--- config.mk ---
export PLATFORM = sky130hd
export DESIGN_NAME = script_fetch_seq
export DESIGN_NICKNAME = d
export VERILOG_FILES = /design/src/rtl/sfs_pkg.sv /design/src/rtl/sfs_decode.sv /design/src/rtl/sfs_ptr.sv /design/src/rtl/sfs_seq.sv /design/src/rtl/script_fetch_seq.sv
export SDC_FILE = /design/constraint.sdc
export NUM_CORES = 1
export LEC_CHECK = 0
export BUFFER_PORTS_ARGS = -buffer_cell sky130_fd_sc_hd__buf_4
export CORE_UTILIZATION = 50
export DETAILED_ROUTE_END_ITERATION = 8
export GPL_TIMING_DRIVEN = 0
export PLACE_DENSITY = 0.86
export SYNTH_ARGS = -nofsm -noshare
export SYNTH_HDL_FRONTEND = slang
export SYNTH_SLANG_ARGS = --single-unit
export TNS_END_PERCENT = 50
--- constraint.sdc ---
create_clock -name clk -period 2.85 [get_ports clk]
set_input_delay 0.285 -clock clk [delete_from_list [all_inputs] [get_ports clk]]
set_output_delay 0.285 -clock clk [all_outputs]
set_load 0.005 [all_outputs]
--- src/rtl/sfs_pkg.sv ---
package sfs_pkg;

    typedef enum logic [2:0] {
        S_IDLE,
        S_FETCH_LO,
        S_FETCH_HI,
        S_MOVE,
        S_HALT
    } seq_state_e;

    typedef enum logic [1:0] {
        K_NOP,
        K_MOVE,
        K_INT,
        K_BAD
    } op_kind_e;

    localparam int OP_W = 8;

endpackage

--- src/rtl/sfs_decode.sv ---
module sfs_decode
    import sfs_pkg::*;
#(
    parameter int WORD_W = 32,
    parameter logic [OP_W-1:0] OPC_NOP  = 8'h00,
    parameter logic [OP_W-1:0] OPC_MOVE = 8'h01,
    parameter logic [OP_W-1:0] OPC_INT  = 8'h02,
    localparam int CNT_W = WORD_W - OP_W
) (
    input  logic [WORD_W-1:0] word,
    output op_kind_e          kind,
    output logic [CNT_W-1:0]  count,
    output logic              count_zero
);

    logic [OP_W-1:0] opc;

    always_comb begin
        opc        = word[WORD_W-1 -: OP_W];
        count      = word[CNT_W-1:0];
        count_zero = (count == '0);
        if (opc == OPC_MOVE)      kind = K_MOVE;
        else if (opc == OPC_INT)  kind = K_INT;
        else if (opc == OPC_NOP)  kind = K_NOP;
        else                      kind = K_BAD;
    end

endmodule

--- src/rtl/sfs_ptr.sv ---
module sfs_ptr #(
    parameter int ADDR_W     = 32,
    parameter int WORD_BYTES = 4,
    localparam int INSTR_BYTES = 2 * WORD_BYTES
) (
    input  logic              clk,
    input  logic              rst_n,
    input  logic              load,
    input  logic [ADDR_W-1:0] load_val,
    input  logic              adv,
    output logic [ADDR_W-1:0] ptr,
    output logic [ADDR_W-1:0] ptr_hi
);

    logic [ADDR_W-1:0] ptr_d, ptr_q;

    always_comb begin
        ptr_d = ptr_q;
        if (load)      ptr_d = load_val;
        else if (adv)  ptr_d = ptr_q + ADDR_W'(INSTR_BYTES);
    end

    always_ff @(posedge clk or negedge rst_n) begin
        if (!rst_n) ptr_q <= '0;
        else        ptr_q <= ptr_d;
    end

    assign ptr    = ptr_q;
    assign ptr_hi = ptr_q + ADDR_W'(WORD_BYTES);

endmodule

--- src/rtl/sfs_seq.sv ---
module sfs_seq
    import sfs_pkg::*;
#(
    parameter int ADDR_W = 32,
    parameter int WORD_W = 32,
    localparam int CNT_W = WORD_W - OP_W
) (
    input  logic              clk,
    input  logic              rst_n,
    input  logic              ptr_wr,
    input  logic              ctl_wr,
    input  logic              clr_bit,
    input  logic              mem_rvalid,
    input  logic [WORD_W-1:0] mem_rdata,
    input  logic              mem_err,
    input  op_kind_e          dec_kind,
    input  logic [CNT_W-1:0]  dec_count,
    input  logic              dec_zero,
    input  logic              mv_done,
    input  logic              mv_err,
    output logic [WORD_W-1:0] word0,
    output logic              ptr_load,
    output logic              ptr_adv,
    output logic              fetch_hi,
    output logic              mem_req,
    output logic              mv_start,
    output logic [CNT_W-1:0]  mv_count,
    output logic [ADDR_W-1:0] mv_addr,
    output logic              irq,
    output logic              irq_err,
    output logic              busy
);

    typedef struct packed {
        seq_state_e        state;
        logic [WORD_W-1:0] w0;
        logic [CNT_W-1:0]  cnt;
        logic [ADDR_W-1:0] addr;
        logic              irq;
        logic              err;
    } seq_regs_t;

    seq_regs_t r_d, r_q;

    always_comb begin
        r_d      = r_q;
        ptr_load = 1'b0;
        ptr_adv  = 1'b0;
        unique case (r_q.state)
            S_IDLE: begin
                if (ptr_wr) begin
                    ptr_load  = 1'b1;
                    r_d.state = S_FETCH_LO;
                end
            end
            S_FETCH_LO: begin
                if (mem_rvalid) begin
                    if (mem_err) begin
                        r_d.state = S_HALT;
                        r_d.irq   = 1'b1;
                        r_d.err   = 1'b1;
                    end else begin
                        r_d.w0    = mem_rdata;
                        r_d.state = S_FETCH_HI;
                    end
                end
            end
            S_FETCH_HI: begin
                if (mem_rvalid) begin
                    if (mem_err) begin
                        r_d.state = S_HALT;
                        r_d.irq   = 1'b1;
                        r_d.err   = 1'b1;
                    end else begin
                        ptr_adv = 1'b1;
                        unique case (dec_kind)
                            K_MOVE: begin
                                r_d.cnt   = dec_count;
                                r_d.addr  = ADDR_W'(mem_rdata);
                                r_d.state = dec_zero ? S_FETCH_LO : S_MOVE;
                            end
                            K_NOP: r_d.state = S_FETCH_LO;
                            K_INT: begin
                                r_d.state = S_HALT;
                                r_d.irq   = 1'b1;
                            end
                            default: begin
                                r_d.state = S_HALT;
                                r_d.irq   = 1'b1;
                                r_d.err   = 1'b1;
                            end
                        endcase
                    end
                end
            end
            S_MOVE: begin
                if (mv_done) begin
                    if (mv_err) begin
                        r_d.state = S_HALT;
                        r_d.irq   = 1'b1;
                        r_d.err   = 1'b1;
                    end else begin
                        r_d.state = S_FETCH_LO;
                    end
                end
            end
            S_HALT: begin
                if (ptr_wr) begin
                    ptr_load  = 1'b1;
                    r_d.irq   = 1'b0;
                    r_d.err   = 1'b0;
                    r_d.state = S_FETCH_LO;
                end else if (ctl_wr && clr_bit) begin
                    r_d.irq   = 1'b0;
                    r_d.err   = 1'b0;
                    r_d.state = S_IDLE;
                end
            end
            default: r_d.state = S_IDLE;
        endcase
    end

    always_ff @(posedge clk or negedge rst_n) begin
        if (!rst_n) begin
            r_q.state <= S_IDLE;
            r_q.w0    <= '0;
            r_q.cnt   <= '0;
            r_q.addr  <= '0;
            r_q.irq   <= 1'b0;
            r_q.err   <= 1'b0;
        end else begin
            r_q <= r_d;
        end
    end

    assign word0    = r_q.w0;
    assign fetch_hi = (r_q.state == S_FETCH_HI);
    assign mem_req  = (r_q.state == S_FETCH_LO) || (r_q.state == S_FETCH_HI);
    assign mv_start = (r_q.state == S_MOVE);
    assign mv_count = r_q.cnt;
    assign mv_addr  = r_q.addr;
    assign irq      = r_q.irq;
    assign irq_err  = r_q.err;
    assign busy     = (r_q.state != S_IDLE) && (r_q.state != S_HALT);

endmodule

--- src/rtl/script_fetch_seq.sv ---
module script_fetch_seq
    import sfs_pkg::*;
#(
    parameter int ADDR_W = 32,
    parameter int WORD_W = 32,
    parameter logic [OP_W-1:0] OPC_NOP  = 8'h00,
    parameter logic [OP_W-1:0] OPC_MOVE = 8'h01,
    parameter logic [OP_W-1:0] OPC_INT  = 8'h02,
    localparam int CNT_W      = WORD_W - OP_W,
    localparam int WORD_BYTES = WORD_W / 8
) (
    input  logic              clk,
    input  logic              rst_n,
    input  logic              host_we,
    input  logic              host_sel,
    input  logic [WORD_W-1:0] host_wdata,
    output logic [ADDR_W-1:0] host_ptr,
    output logic              busy,
    output logic              irq,
    output logic              irq_err,
    output logic              mem_req,
    output logic [ADDR_W-1:0] mem_addr,
    input  logic              mem_rvalid,
    input  logic [WORD_W-1:0] mem_rdata,
    input  logic              mem_err,
    output logic              mv_start,
    output logic [CNT_W-1:0]  mv_count,
    output logic [ADDR_W-1:0] mv_addr,
    input  logic              mv_done,
    input  logic              mv_err
);

    logic              ptr_wr, ctl_wr;
    logic              ptr_load, ptr_adv, fetch_hi;
    logic [ADDR_W-1:0] ptr_hi;
    logic [WORD_W-1:0] word0;
    op_kind_e          dec_kind;
    logic [CNT_W-1:0]  dec_count;
    logic              dec_zero;

    assign ptr_wr = host_we && !host_sel;
    assign ctl_wr = host_we && host_sel;

    sfs_ptr #(
        .ADDR_W     (ADDR_W),
        .WORD_BYTES (WORD_BYTES)
    ) u_ptr (
        .clk      (clk),
        .rst_n    (rst_n),
        .load     (ptr_load),
        .load_val (ADDR_W'(host_wdata)),
        .adv      (ptr_adv),
        .ptr      (host_ptr),
        .ptr_hi   (ptr_hi)
    );

    sfs_decode #(
        .WORD_W   (WORD_W),
        .OPC_NOP  (OPC_NOP),
        .OPC_MOVE (OPC_MOVE),
        .OPC_INT  (OPC_INT)
    ) u_dec (
        .word       (word0),
        .kind       (dec_kind),
        .count      (dec_count),
        .count_zero (dec_zero)
    );

    sfs_seq #(
        .ADDR_W (ADDR_W),
        .WORD_W (WORD_W)
    ) u_seq (
        .clk        (clk),
        .rst_n      (rst_n),
        .ptr_wr     (ptr_wr),
        .ctl_wr     (ctl_wr),
        .clr_bit    (host_wdata[0]),
        .mem_rvalid (mem_rvalid),
        .mem_rdata  (mem_rdata),
        .mem_err    (mem_err),
        .dec_kind   (dec_kind),
        .dec_count  (dec_count),
        .dec_zero   (dec_zero),
        .mv_done    (mv_done),
        .mv_err     (mv_err),
        .word0      (word0),
        .ptr_load   (ptr_load),
        .ptr_adv    (ptr_adv),
        .fetch_hi   (fetch_hi),
        .mem_req    (mem_req),
        .mv_start   (mv_start),
        .mv_count   (mv_count),
        .mv_addr    (mv_addr),
        .irq        (irq),
        .irq_err    (irq_err),
        .busy       (busy)
    );

    assign mem_addr = fetch_hi ? ptr_hi : host_ptr;

endmodule

==> PnR_summary.wiki, run 1 <==
{| class="wikitable"
! Metric !! Value
|-
| Outcome || completed
|-
| Portion of the post-synthesis area used by sequential elements || 0.468
|-
| Path type of the worst min-delay path || input pin to flip-flop
|-
| Unrepaired setup endpoints after global routing || no
|-
| Filler instances || roughly 920
|-
| Simple-Gate Fraction of Synth Area || 0.144
|-
| Total area of multi-input combinational cells || ~0.0030 sq mm
|-
| Fin Clk Skew || 0.00652 ns
|-
| Share of synthesized area spent on multiplexers || 0.175
|-
| Total via count in the routed design || 5,355
|-
| Cell variety after synth || between 50 and 60
|-
| Most area-consuming cells after synthesis || sky130_fd_sc_hd__dfrtp_1, sky130_fd_sc_hd__mux2_4, sky130_fd_sc_hd__mux2_2
|-
| Overall die width || 118 um
|-
| Critical Path Fanout Max || 7
|-
| Sinks on the clock net || approximately 130
|-
| Most common library cell in the layout ignoring fill and taps || sky130_fd_sc_hd__buf_4
|-
| First element of the critical path || u_ptr.ptr[8]
|-
| Clock tree from TritonCTS || built
|-
| Nets@finish || just under 900
|-
| YS warnings || 0
|-
| Worst reg2reg path startpoint || u_seq.r_q[92]
|-
| Number of cells in the finished layout apart from fillers || ~1,000
|-
| Largest net degree at the start of global routing || 87
|-
| Cells along the critical path || clkbuf_1 -> inv_1 -> and4bb_2 -> nand2_1 -> nor3_1 -> xor2_1 -> buf_4
|-
| Detailed-route wire length || 18.4 mm
|-
| Ratio of total power to cell area || approximately 870 mW/mm^2
|-
| Die area || between 0.01 and 0.015 sq mm
|-
| Endpoint of the most critical register-to-register path || u_ptr.ptr[24]
|-
| Starting DRT DRC Count || 510
|-
| I/O pin count || 197
|-
| Most used cells in the layout excluding fill and tap cells || sky130_fd_sc_hd__buf_4, sky130_fd_sc_hd__dfrtp_1, sky130_fd_sc_hd__nand2_1, sky130_fd_sc_hd__mux2_2, sky130_fd_sc_hd__mux2_4
|-
| Crit-path leading delay family || simple AND/OR/NAND/NOR gates
|-
| Required time of the critical path || between 2 and 3 ns
|-
| Final estimated routing congestion in global placement || about 0.89
|-
| Number of nets still failing antenna checks after routing || 0
|-
| Vias in the first global route || 5,578
|-
| CTS max path bufs || 2
|-
| Total track usage || 0.275
|-
| Global-route wire length before repair || approximately 30 mm
|-
| Clock transition at the registers of the reported paths || ~0.060 ns
|-
| Kind of end point of the critical path || output port
|-
| Share of the synthesized netlist area taken by xor and xnor gates || 0.0616
|-
| Global route overflow || 0
|-
| Sum of negative setup slack || 0 ns
|-
| Share of flip-flops with an asynchronous set or reset || 1.00
|-
| Met3 Use GR || 0.0853
|-
| Maximum clock frequency || around 0.37 GHz
|-
| Number of endpoints with negative hold slack in the final report || 0
|-
| Number of cells on the critical path || 7
|-
| Adder and majority cell fraction of the synthesized area || 0.00374
|-
| GRT met2 Usage || 0.483
|-
| Internal reg-to-reg setup slack || around 0.43 ns
|-
| Area Growth Syn to Fin || 36.2%
|-
| IR Drop Worst-Case VDD || ~0.50 mV
|-
| Flip-flop and latch area || roughly 0.0031 sq mm
|-
| Main combinational cell family by area after synthesis || multiplexers
|-
| Max incr delay on CP || roughly 0.42 ns
|-
| Number of placed instances with taps included || roughly 960
|-
| Most instantiated flip-flop cell in the synthesis netlist || sky130_fd_sc_hd__dfrtp_1
|-
| Half-perimeter wire length after detailed placement || about 13 mm
|-
| PortBufs || between 150 and 200
|-
| MaxCap Viol Count || 0
|-
| Total core area || 0.0128 sq mm
|-
| Flop and latch count out of synthesis || between 100 and 150
|-
| Number of remaining DRC errors || 0
|-
| Leakage power of the design || approximately 0.0045 uW
|-
| Via-to-Cell Ratio || around 5.4
|-
| Synthesized-area fraction occupied by ao, oa, aoi and oai cells || 0.0535
|-
| Worst-case headroom to the max-slew limit || 0.363
|-
| CTS HTree Levels || 4
|-
| Finished Core Util || 0.710
|-
| Crit share post-route || 0.947
|-
| Clock latency at the later pin of the worst-skew pair || approximately 0.42 ns
|-
| Net count after synthesis || ~660
|-
| Cells after synthesis || between 500 and 600
|-
| Number of enable-type register cells in the synthesized netlist || 0
|-
| Data arrival time at the worst-slack endpoint || between 2 and 2.5 ns
|-
| Met1 track demand over resource in global routing || 0.321
|-
| Initial core utilization || 0.521
|-
| Area share of the leading cell type in the synthesized netlist || 0.468
|-
| Initial antenna violation count || 0
|-
| Synth area leader || sky130_fd_sc_hd__dfrtp_1
|-
| Number of pins with negative max-slew slack in the final report || 0
|-
| Setup slack after layout || 0.150 ns
|-
| Depth of the worst register-to-register path || 6
|-
| Wire length per cell after detailed routing || approximately 18 um
|-
| Worst-path cell with the longest stage delay || sky130_fd_sc_hd__and4bb_2
|-
| Netlist area before placement || 0.00668 sq mm
|-
| Most heavily used metal layer in global routing || met2
|-
| Setup-failing EPs final || 0
|-
| Number of buffers created by CTS || 17
|-
| Worst path buffer plus inverter count || 3
|-
| First-pass detailed-route iteration total || 5
|-
| Avg Synthesized Cell Area || 11.4 sq um
|-
| Slew of the pin with the lowest slew margin || ~0.95 ns
|-
| Critical path class || flip-flop to output port
|-
| Standard-cell row count || between 40 and 50
|-
| Number of diodes || 0
|-
| Worst hold margin || a little under 0.08 ns
|-
| Post-route minimum period || between 2 and 3 ns
|-
| Ratio of cells with drive above 1 in the final layout || 0.501
|-
| Cell at the root of the clock tree || sky130_fd_sc_hd__clkbuf_16
|-
| Category of the worst setup path launch point || flip-flop
|-
| Worst setup timing slack at the placement stage || ~0.27 ns
|-
| Die Ht || 118 um
|-
| Capturing element of the worst setup path || mem_addr[25]
|}
## where the power goes
| part | internal [uW] | switching, uW | total [uW] |
|---|---|---|---|
| Clock | 1410 | 821 | 2230 |
| Sequential | 2310 | 637 | 2940 |
| Combinational | 1520 | 1220 | 2740 |
| Total | 5230 | 2670 | 7910 |
## kinds of logic after synthesis
group,count (synthesis)
AO/OA/AOI/OAI,57
multiplexers,91
buffers and inverters,94
XOR/XNOR,47
AND/OR/NAND/NOR,171
flip-flops,125
adder cells (fa/ha/maj),2
## Yosys cell counts, types with 13 or more instances
cell type and n:
sky130_fd_sc_hd__xnor2_1 27, sky130_fd_sc_hd__nand3_1 19, sky130_fd_sc_hd__nor2_1 17, sky130_fd_sc_hd__xor2_1 20, sky130_fd_sc_hd__dfrtp_1 125, sky130_fd_sc_hd__buf_4 58
sky130_fd_sc_hd__nand4_1 19, sky130_fd_sc_hd__a21oi_1 13, sky130_fd_sc_hd__mux2_4 40, sky130_fd_sc_hd__o21ai_0 19, sky130_fd_sc_hd__mux2_2 48, sky130_fd_sc_hd__nand2_1 60
## through the flow
step	total power [uW]	cell area (sq um)
floorplan	4230	6680
global placement	5520	8370
detailed placement	5650	8400
CTS	7900	9070
global route	8330	9100
finish	7910	9100
## repair_timing
action	CTS	global route
gates resized for setup	2	5
hold buffers	1	0
endpoints found under the setup margin	14	11
hold endpoints to repair	39	0
buffers inserted	5	3
pin swaps	3	2
## worst min path at each step
| stage | endpoint | start | depth (start not counted) |
|---|---|---|---|
| 2_1_floorplan | u_ptr.ptr[0] | rst_n | 0 |
| 3_3_place_gp | u_ptr.ptr[2] | host_wdata[2] | 3 |
| 3_5_place_dp | u_ptr.ptr[6] | rst_n | 1 |
| 4_1_cts | u_ptr.ptr[15] | host_wdata[15] | 3 |
| 5_1_grt | u_ptr.ptr[2] | host_wdata[2] | 3 |
| 6_report | u_ptr.ptr[2] | host_wdata[2] | 3 |
## worst register-to-register path, stage by stage, from the launching register on
cell and delay (ns):
sky130_fd_sc_hd__dfrtp_1 0.49, sky130_fd_sc_hd__or3b_1 0.40, sky130_fd_sc_hd__buf_6 0.16, sky130_fd_sc_hd__nor3_2 0.58, sky130_fd_sc_hd__nand3_1 0.23, sky130_fd_sc_hd__xor2_1 0.21
sky130_fd_sc_hd__o21ai_0 0.25
## registers in the layout, indices dropped and copies added (netlist names)
signal and flops:
u_ptr.ptr 32, u_seq.irq 1, u_seq.irq_err 1, u_seq.mv_addr 32, u_seq.mv_count 24, u_seq.r_q 3, u_seq.word0 32
## final cells by class
cell class / count / area share
multi-input combinational: 368 / 0.324
inverter: 8 / 0.00330
timing repair buffer: 206 / 0.173
clock inverter: 12 / 0.0179
tap: 172 / 0.0236
sequential: 125 / 0.344
buffer: 85 / 0.0651
clock buffer: 20 / 0.0491
## per-layer routing
layer | vias up | wire (um)
met1 | 2617 | 7320
met2 | 246 | 9450
met3 | 24 | 1400
met5 | - | 0
li1 | 2468 | -
met4 | 0 | 254
(Power assumes the default switching activity.)
==> run 2, diff against run 1 <==
--- a/config.mk
+++ b/config.mk
@@ -9,6 +9,7 @@
 export CORE_UTILIZATION = 50
 export DETAILED_ROUTE_END_ITERATION = 8
 export GPL_TIMING_DRIVEN = 0
+export MAX_ROUTING_LAYER = met4
 export PLACE_DENSITY = 0.86
 export SYNTH_ARGS = -nofsm -noshare
 export SYNTH_HDL_FRONTEND = slang
==> run 2 against run 1 <==
Compared with the run above:
- utilization fell by 0.22 points
- final area fell by 0.32%
- flip-flop and latch count did not move
- global-route usage rose by 1.1 points
- critical path type unchanged
- largest cell class unchanged
==> PnR_summary.wiki, run 2 (same netlist as run 1, synthesis figures left out) <==
{| class="wikitable"
! Metric !! Value
|-
| Number of buffers created by CTS || 17
|-
| Power share of the clock group || 0.278
|-
| Area Growth Syn to Fin || 35.8%
|-
| Starting DRT DRC Count || between 400 and 500
|-
| Data arrival time at the worst-slack endpoint || roughly 2.4 ns
|-
| I/O pin count || around 200
|-
| Half-perimeter wire length after detailed placement || roughly 14 mm
|-
| Sum of negative setup slack || 0 ns
|-
| Via-to-Cell Ratio || 5.30
|-
| Cell at the root of the clock tree || sky130_fd_sc_hd__clkbuf_16
|-
| Most repeated library cell on the critical path || sky130_fd_sc_hd__buf_4
|-
| Ratio of cells with drive above 1 in the final layout || 0.499
|-
| Worst Hold Path Cells || 3
|-
| Sequential share of power || 0.373
|-
| Flip-flop and latch area || between 0.003 and 0.004 sq mm
|-
| Fraction of power spent switching nets || 0.337
|-
| Total via count in the routed design || ~5,300
|-
| Kind of end point of the critical path || output port
|-
| Detailed-route wire length || 18.4 mm
|-
| Ratio of total power to cell area || 865 mW/mm^2
|-
| Global route overflow || 0
|-
| Number of cells on the critical path || 9
|-
| Initial core utilization || 0.521
|-
| CTS HTree Levels || 4
|-
| Largest net degree at the start of global routing || a little under 90
|-
| Cells along the critical path || buf_2 -> nor3b_4 -> nand4_1 -> buf_4 -> nor4b_4 -> buf_4 -> nand4_1 -> xnor2_1 -> buf_4
|-
| Overall die width || 118 um
|-
| MaxCap Viol Count || 0
|-
| IR Drop Worst-Case VDD || about 0.45 mV
|-
| Final estimated routing congestion in global placement || 0.891
|-
| Critical path class || flip-flop to output port
|-
| Number of nets still failing antenna checks after routing || 0
|-
| Standard-cell row count || 41
|-
| Max incr delay on CP || approximately 0.38 ns
|-
| Finished Core Util || 0.708
|-
| Required time of the critical path || about 2.6 ns
|-
| Critical Path Fanout Max || 10
|-
| Slew of the pin with the lowest slew margin || between 0.8 and 0.9 ns
|-
| Total core area || 0.0128 sq mm
|-
| Crit share post-route || 0.946
|-
| Worst-case headroom to the max-slew limit || 0.427
|-
| Total area of multi-input combinational cells || ~0.0030 sq mm
|-
| Switching power summed over all nets || 2640 uW
|-
| PortBufs || 196
|-
| Most used cells in the layout excluding fill and tap cells || sky130_fd_sc_hd__buf_4, sky130_fd_sc_hd__dfrtp_1, sky130_fd_sc_hd__nand2_1, sky130_fd_sc_hd__mux2_2, sky130_fd_sc_hd__mux2_4
|-
| Die Ht || 118 um
|-
| Clock latency at the later pin of the worst-skew pair || between 0.4 and 0.5 ns
|-
| Clock tree from TritonCTS || built
|-
| Global-route wire length before repair || about 30 mm
|-
| Filler instances || about 940
|-
| Depth of the worst register-to-register path || 6
|-
| Number of remaining DRC errors || 0
|-
| Nets@finish || about 900
|-
| Post-route minimum period || ~2.7 ns
|-
| Outcome || completed
|-
| Fin Clk Skew || 0.00495 ns
|-
| First-pass detailed-route iteration total || 4
|-
| Maximum clock frequency || 0.371 GHz
|-
| Wire length per cell after detailed routing || between 15 and 20 um
|-
| Number of diodes || 0
|-
| Most common library cell in the layout ignoring fill and taps || sky130_fd_sc_hd__buf_4
|-
| Number of pins with negative max-slew slack in the final report || 0
|-
| CTS max path bufs || 2
|-
| Worst path buffer plus inverter count || 4
|-
| Category of the worst setup path launch point || flip-flop
|-
| Placed cell areas || between 0.008 and 0.009 sq mm
|-
| Initial antenna violation count || 0
|-
| Vias in the first global route || roughly 5,600
|-
| Sinks on the clock net || ~130
|-
| Post-route design area || ~0.009 sq mm
|-
| Die area || ~0.014 sq mm
|-
| Worst-path cell with the longest stage delay || sky130_fd_sc_hd__dfrtp_1
|-
| Clock transition at the registers of the reported paths || roughly 0.06 ns
|-
| Setup-failing EPs final || 0
|-
| Leakage power of the design || ~0.0045 uW
|-
| Internal power || between 5000 and 6000 uW
|-
| Total track usage || 0.286
|-
| Path type of the worst min-delay path || input pin to flip-flop
|-
| Number of endpoints with negative hold slack in the final report || 0
|-
| Gate power share || 0.349
|-
| Crit-path leading delay family || simple AND/OR/NAND/NOR gates
|}
## run 2: final timing paths
check,end,start,slack [ns]
hold / removal,u_ptr.ptr[1],host_wdata[1],0.07
min in group asynchronous,u_ptr.ptr[6],rst_n,0.35
setup reg to reg,u_ptr.ptr[13],u_seq.r_q[91],0.51
hold reg to reg,u_seq.mv_addr[2],u_seq.mv_addr[2],0.51
max in group asynchronous,u_seq.mv_count[23],rst_n,1.75
setup / recovery,mem_addr[30],u_seq.r_q[90],0.15
## run 2: area by class of cell
type	instances	area share
Clock inverter	12	0.0161
Clock buffer	19	0.0488
Inverter	8	0.00331
Buffer	86	0.0658
Tap cell	172	0.0237
Multi-Input combinational cell	368	0.325
Sequential cell	125	0.345
Timing Repair Buffer	205	0.172
## run 2: what timing repair did
action | in CTS | in global routing
endpoints found under the hold margin | 37 | 0
pin swaps | 2 | 3
gates resized for setup | 2 | 3
endpoints found under the setup margin | 13 | 13
hold buffers | 1 | 0
buffers inserted | 4 | 3
## run 2: worst reg2reg max path, cell delays in order (launching register included)
cell                      delay, ns
sky130_fd_sc_hd__dfrtp_1       0.41
sky130_fd_sc_hd__nor2_1        0.17
sky130_fd_sc_hd__inv_1         0.12
sky130_fd_sc_hd__nor3b_1       0.71
sky130_fd_sc_hd__nor2_1        0.29
sky130_fd_sc_hd__a21o_1        0.23
sky130_fd_sc_hd__a221o_1       0.29
## run 2: power by group through the flow
stage | registers, uW | logic [uW] | clock network [uW]
floorplan | 2780 | 1450 | 0
global placement | 2890 | 2650 | 0
detailed placement | 2940 | 2720 | 0
CTS | 2920 | 2740 | 2210
global route | 3010 | 2990 | 2290
finish | 2930 | 2740 | 2180
## run 2: routing by layer
layer	up-vias	track usage	wire length, um
met2	223	0.472	9220
met3	28	0.0707	1260
li1	2458	-	-
met4	0	0.107	400
met5	-	-	0
met1	2561	0.339	7540
## run 2: through the flow
| stage | std cells | power [uW] | worst slack [ns] | hold slack [ns] |
|---|---|---|---|---|
| floorplan | 587 | 4230 | 0.740 | -0.0106 |
| global placement | 955 | 5530 | 0.317 | 0.483 |
| detailed placement | 956 | 5660 | 0.285 | 0.221 |
| CTS | 992 | 7860 | -0.00113 | 0.0522 |
| global route | 995 | 8280 | -0.0338 | 0.0774 |
| finish | 995 | 7850 | 0.153 | 0.0682 |
